==> config.mk <==
export PLATFORM = sky130hd
export DESIGN_NAME = tod12_clock
export DESIGN_NICKNAME = d
export VERILOG_FILES = /design/src/rtl/tod12_pkg.sv /design/src/rtl/bcd_digit.sv /design/src/rtl/sixty_stage.sv /design/src/rtl/hour_stage.sv /design/src/rtl/tod12_clock.sv
export SDC_FILE = /design/constraint.sdc
export NUM_CORES = 1
export LEC_CHECK = 0
export CAP_MARGIN = 10
export CORE_MARGIN = 2
export CORE_UTILIZATION = 30
export CTS_BUF_LIST = sky130_fd_sc_hd__clkbuf_16
export CTS_CLUSTER_DIAMETER = 120
export DETAILED_ROUTE_END_ITERATION = 12
export DONT_BUFFER_PORTS = 1
export PLACE_DENSITY = 0.45
export SLEW_MARGIN = 20
export SYNTH_ARGS = -nofsm -noshare
export SYNTH_HDL_FRONTEND = slang
export SYNTH_SLANG_ARGS = --single-unit
export TNS_END_PERCENT = 30
==> constraint.sdc <==
create_clock -name clk -period 2.8 [get_ports clk]
set_clock_uncertainty 0.15 [all_clocks]
set_input_delay 0.42 -clock clk [delete_from_list [all_inputs] [get_ports clk]]
set_output_delay 0.42 -clock clk [all_outputs]
set_load 0.005 [all_outputs]
==> src/rtl/tod12_pkg.sv <==
package tod12_pkg;

    localparam int DIGIT_W   = 4;
    localparam int UNITS_MOD = 10;
    localparam int TENS_MOD  = 6;
    localparam int NUM_SIXTY = 2;

    typedef logic [DIGIT_W-1:0] bcd_t;

    typedef struct packed {
        logic tens;
        bcd_t ones;
        logic pm;
    } hour_t;

    localparam hour_t HOUR_RESET = '{tens: 1'b1, ones: bcd_t'(2), pm: 1'b0};

    // Advance the hours dial by one position: 12 -> 1, 9 -> 10, 11 -> 12 flips the half.
    function automatic hour_t hour_step(hour_t h);
        hour_t n;
        n = h;
        if (h.tens && h.ones == bcd_t'(2)) begin
            n.tens = 1'b0;
            n.ones = bcd_t'(1);
        end else if (!h.tens && h.ones == bcd_t'(9)) begin
            n.tens = 1'b1;
            n.ones = '0;
        end else if (h.tens && h.ones == bcd_t'(1)) begin
            n.ones = bcd_t'(2);
            n.pm   = ~h.pm;
        end else begin
            n.ones = h.ones + bcd_t'(1);
        end
        return n;
    endfunction

endpackage

==> src/rtl/bcd_digit.sv <==
module bcd_digit
    import tod12_pkg::*;
#(
    parameter int MOD = 10
) (
    input  logic clk,
    input  logic rst,
    input  logic en,
    output bcd_t q,
    output logic last
);
    localparam bcd_t LAST_VAL = bcd_t'(MOD - 1);

    assign last = (q == LAST_VAL);

    always_ff @(posedge clk) begin
        if (rst) begin
            q <= '0;
        end else if (en) begin
            q <= last ? '0 : q + bcd_t'(1);
        end
    end
endmodule

==> src/rtl/sixty_stage.sv <==
module sixty_stage
    import tod12_pkg::*;
#(
    parameter int LOW_MOD  = UNITS_MOD,
    parameter int HIGH_MOD = TENS_MOD
) (
    input  logic clk,
    input  logic rst,
    input  logic en,
    output bcd_t tens,
    output bcd_t ones,
    output logic carry
);
    logic ones_last;
    logic tens_last;

    bcd_digit #(.MOD(LOW_MOD)) u_ones (
        .clk(clk), .rst(rst), .en(en), .q(ones), .last(ones_last)
    );

    bcd_digit #(.MOD(HIGH_MOD)) u_tens (
        .clk(clk), .rst(rst), .en(en & ones_last), .q(tens), .last(tens_last)
    );

    assign carry = en & ones_last & tens_last;
endmodule

==> src/rtl/hour_stage.sv <==
module hour_stage
    import tod12_pkg::*;
(
    input  logic  clk,
    input  logic  rst,
    input  logic  en,
    output hour_t hr
);
    always_ff @(posedge clk) begin
        if (rst) begin
            hr <= HOUR_RESET;
        end else if (en) begin
            hr <= hour_step(hr);
        end
    end
endmodule

==> src/rtl/tod12_clock.sv <==
module tod12_clock
    import tod12_pkg::*;
(
    input  logic             clk,
    input  logic             rst,
    input  logic             tick,
    output logic             hr_tens,
    output logic [DIGIT_W-1:0] hr_ones,
    output logic [DIGIT_W-1:0] min_tens,
    output logic [DIGIT_W-1:0] min_ones,
    output logic [DIGIT_W-1:0] sec_tens,
    output logic [DIGIT_W-1:0] sec_ones,
    output logic             pm
);
    logic [NUM_SIXTY:0] chain;
    bcd_t               st_tens [NUM_SIXTY];
    bcd_t               st_ones [NUM_SIXTY];
    hour_t              hr;

    assign chain[0] = tick;

    // Stage 0 is seconds, stage 1 is minutes.
    generate
        for (genvar i = 0; i < NUM_SIXTY; i++) begin : g_sixty
            sixty_stage #(.LOW_MOD(UNITS_MOD), .HIGH_MOD(TENS_MOD)) u_stage (
                .clk(clk), .rst(rst), .en(chain[i]),
                .tens(st_tens[i]), .ones(st_ones[i]), .carry(chain[i+1])
            );
        end
    endgenerate

    hour_stage u_hours (
        .clk(clk), .rst(rst), .en(chain[NUM_SIXTY]), .hr(hr)
    );

    assign sec_ones = st_ones[0];
    assign sec_tens = st_tens[0];
    assign min_ones = st_ones[1];
    assign min_tens = st_tens[1];
    assign hr_ones  = hr.ones;
    assign hr_tens  = hr.tens;
    assign pm       = hr.pm;
endmodule

==> results.sh <==
export IMPL_clkSinkCount=22
export IMPL_cts_htree_levels=1
export IMPL_port_buffers=0
export IMPL_place_hpwl_um=1865
export IMPL_holdBufCountCts=0
export IMPL_initial_core_util_pct=30.75
export IMPL_fill_cells=418
export IMPL_yosysUniqueCellTypes=40
export IMPL_fin_crit_ns=2.117
export IMPL_path_max_fanout=7
export IMPL_clk_pin_slew_ns=0.06
export IMPL_outcome="finished, final reports clean"
export IMPL_num_rows=23
export IMPL_tritoncts="built"
export IMPL_timing_hold_ws_ns=0.08173
export IMPL_drt_iter0_drc=71
export IMPL_yosysTopAreaCellShare_pct=36.07
export IMPL_post_drt_wl_per_cell_um=13.62
export IMPL_nets=149
export IMPL_final_util_pct=34.03
export IMPL_postCtsSetupRepairBufs=0
export IMPL_ys_ff_latch=22
export IMPL_crit_path_start_kind="register"
export IMPL_synthCells=140
export IMPL_synth_area_leaders="dfxtp_1 (36%), a21oi_1 (5.3%), nor2_1 (4.9%), nor4_4 (3.5%), ha_1 (3.1%)"
export IMPL_synth_main_ff_cell="dfxtp_1"
export IMPL_vias=1026
export IMPL_cap_violations=0
export IMPL_die_height_um=67.80
export IMPL_report_final_slew_viol_count=0
export IMPL_peakVddDrop_mv=0.2041
export IMPL_cpMaxStageDelayCell="or3b_1"
export IMPL_cts_buffers=3
export IMPL_cts_resized=0
export IMPL_p_switching_w=0.0001194
export IMPL_drc_errors=0
export IMPL_diodes=0
export IMPL_ys_warn_count=0
export IMPL_track_usage_pct=12.54
export IMPL_clk_latency_ns=0.25
export IMPL_worstHoldPathType="in -> reg"
export IMPL_grt_pass1_vias=959
export IMPL_p_total_w=0.0006285
export IMPL_areaGrowthSynthToFinish_pct=10.66
export IMPL_period_share_pct=75.61
export IMPL_yosysSeqAreaShare_pct=36.07
export IMPL_criticalPathCategory="reg -> reg"
export IMPL_synth_common_cells="dfxtp_1 (22), nor2_1 (16), a21oi_1 (13)"
export IMPL_critical_path_required_ns=2.79
export IMPL_setup_viol=0
export IMPL_netlist_area_mm2=0.001221
export IMPL_power_density_mw_per_mm2=465.1
export IMPL_grt_pass1_wl_um=4381
export IMPL_critPathMaxStageDelay_ns=0.52
export IMPL_slew_limit_headroom_pct=67.36
export IMPL_synth_edf_count=0
export IMPL_finalHoldViolations=0
export IMPL_worstMarginPinSlew_ns=0.4830
export IMPL_cellInternalPower_w=0.0005091
export IMPL_end_kind="register"
export IMPL_ys_async_sr_fraction_pct=0
export IMPL_switching_share_pct=19.00
export IMPL_dieArea_mm2=0.004597
export IMPL_grt_setup_unrepaired="no"
export IMPL_seq_area_um2=440.4
export IMPL_multiInputGateArea_um2=739.5
export IMPL_cp_data_arrival_time_ns=2.11
export IMPL_cts_buffer_depth=2
export IMPL_grt_max_degree=25
export IMPL_crit_chain="or3b_1 > nor4_4 > a21oi_1 > a311o_1"
export IMPL_firstDrtPassIters=4
export IMPL_io_pins=25
export IMPL_final_layout_size_suffix_gt1_share_pct=8.511
export IMPL_synthesis_nets=146
export IMPL_clockPowerShare_pct=47.7
export IMPL_antenna_found_initial=0
export IMPL_fin_tns_setup_ns=0
export IMPL_core_area_mm2=0.003971
export IMPL_synth_area_per_cell_um2=8.723
export IMPL_wl_um=2601
export IMPL_die_width_um=67.80
export IMPL_power_leakage_nw=0.4644
export IMPL_grt_ovfl_total=0
export IMPL_synth_most_common_cell="dfxtp_1"
export IMPL_combinationalPowerShare_pct=1.3
export IMPL_finalWeightedCongestion=0.8048
export IMPL_clockRootBuffer="clkbuf_16"
export IMPL_max_freq_ghz=0.4723
export IMPL_ant_nets=0
export IMPL_yosys_area_top_type="dfxtp_1"
export IMPL_via_per_inst=5.372
export IMPL_p_seq_share_pct=51.1
[critical path: cells and delay by family, from the launching register on]
| kind | cells | cell delay, ns |
|---|---|---|
| compound gates | 2 | 0.44 |
| flops | 1 | 0.40 |
| simple gates | 2 | 1.01 |
[sequential cells by signal, indices dropped and copies added, names as in the netlist]
register and flops:
u_hours.hr 6, g_sixty.u_stage.u_tens.q 8, g_sixty.u_stage.u_ones.q 8
[final timing paths]
check | startpoint | endpoint | slack (ns) | depth (start not counted)
min | rst | g_sixty[1].u_stage.u_tens.q[1] | 0.08 | 1
max | g_sixty[0].u_stage.u_ones.q[3] | u_hours.hr[2] | 0.68 | 4
min reg2reg | g_sixty[0].u_stage.u_ones.q[3] | g_sixty[0].u_stage.u_ones.q[3] | 0.40 | 2
max reg2reg | g_sixty[0].u_stage.u_ones.q[3] | u_hours.hr[2] | 0.68 | 4
[power by group through the flow]
| stage | clock network (W) | registers, W | logic, W |
|---|---|---|---|
| 4_1_cts | 0.000311 | 0.000321 | 0.00000812 |
| 2_1_floorplan | 0 | 0.000327 | 0.0000107 |
| 5_1_grt | 0.000322 | 0.000322 | 0.00000941 |
| 3_5_place_dp | 0 | 0.000328 | 0.00000806 |
| 3_3_place_gp | 0 | 0.000328 | 0.00000790 |
| 6_report | 0.000300 | 0.000321 | 0.00000797 |
[per-stage QoR]
step / area (um2) / setup WS, ns / std cells
after floorplan: 1221 / 0.8392 / 140
after global placement: 1276 / 0.7265 / 188
after detailed placement: 1276 / 0.6761 / 188
after CTS: 1351 / 0.6731 / 191
after global routing: 1351 / 0.5662 / 191
final: 1351 / 0.6829 / 191
[kinds of logic (layout without fill, tap and decap cells)]
logic type,Yosys count,in the layout,synth area share [%]
fa+ha+maj,3,3,3.074
flops,22,22,36.07
compound gates,30,30,14.96
xor+xnor,7,7,5.021
buf+inv,9,10,3.381
mux,2,2,1.639
simple gates,67,67,35.86
[metal layers]
metal / vias up / wire, um / GRT usage [%] / share of wire, %
li1: 520 / - / - / -
met1: 480 / 1244 / 15.14 / 48
met2: 22 / 1171 / 20.59 / 45
met3: 4 / 161 / 4.833 / 6.2
met4: 0 / 23 / 3.750 / 0.88
met5: - / 0 / 0 / 0
[cell usage in the layout (no fill, tap or decap), drive strengths merged, types with 2 or more instances in the layout]
cell	netlist	final
a31o	2	2
nor4bb	2	2
nand2	5	5
a31oi	2	2
nor4	3	3
nor2b	4	4
nand2b	5	5
ha	3	3
dfxtp	22	22
mux2i	2	2
buf	1	2
a21oi	13	13
xnor2	3	3
xor2	4	4
nand3	6	6
clkbuf	2	3
inv	5	5
nor2	16	16
nor3	6	6
o21ai	7	7
nand4	5	5
nor3b	5	5
[area by class of cell]
class | count | area share [%]
timing repair buffer | 2 | 1.111
multi-input combinational | 109 | 54.72
tap | 50 | 4.630
clock buffer | 3 | 5.556
sequential | 22 | 32.59
inverter | 5 | 1.389
No activity file was read; power rests on OpenSTA's default activity.
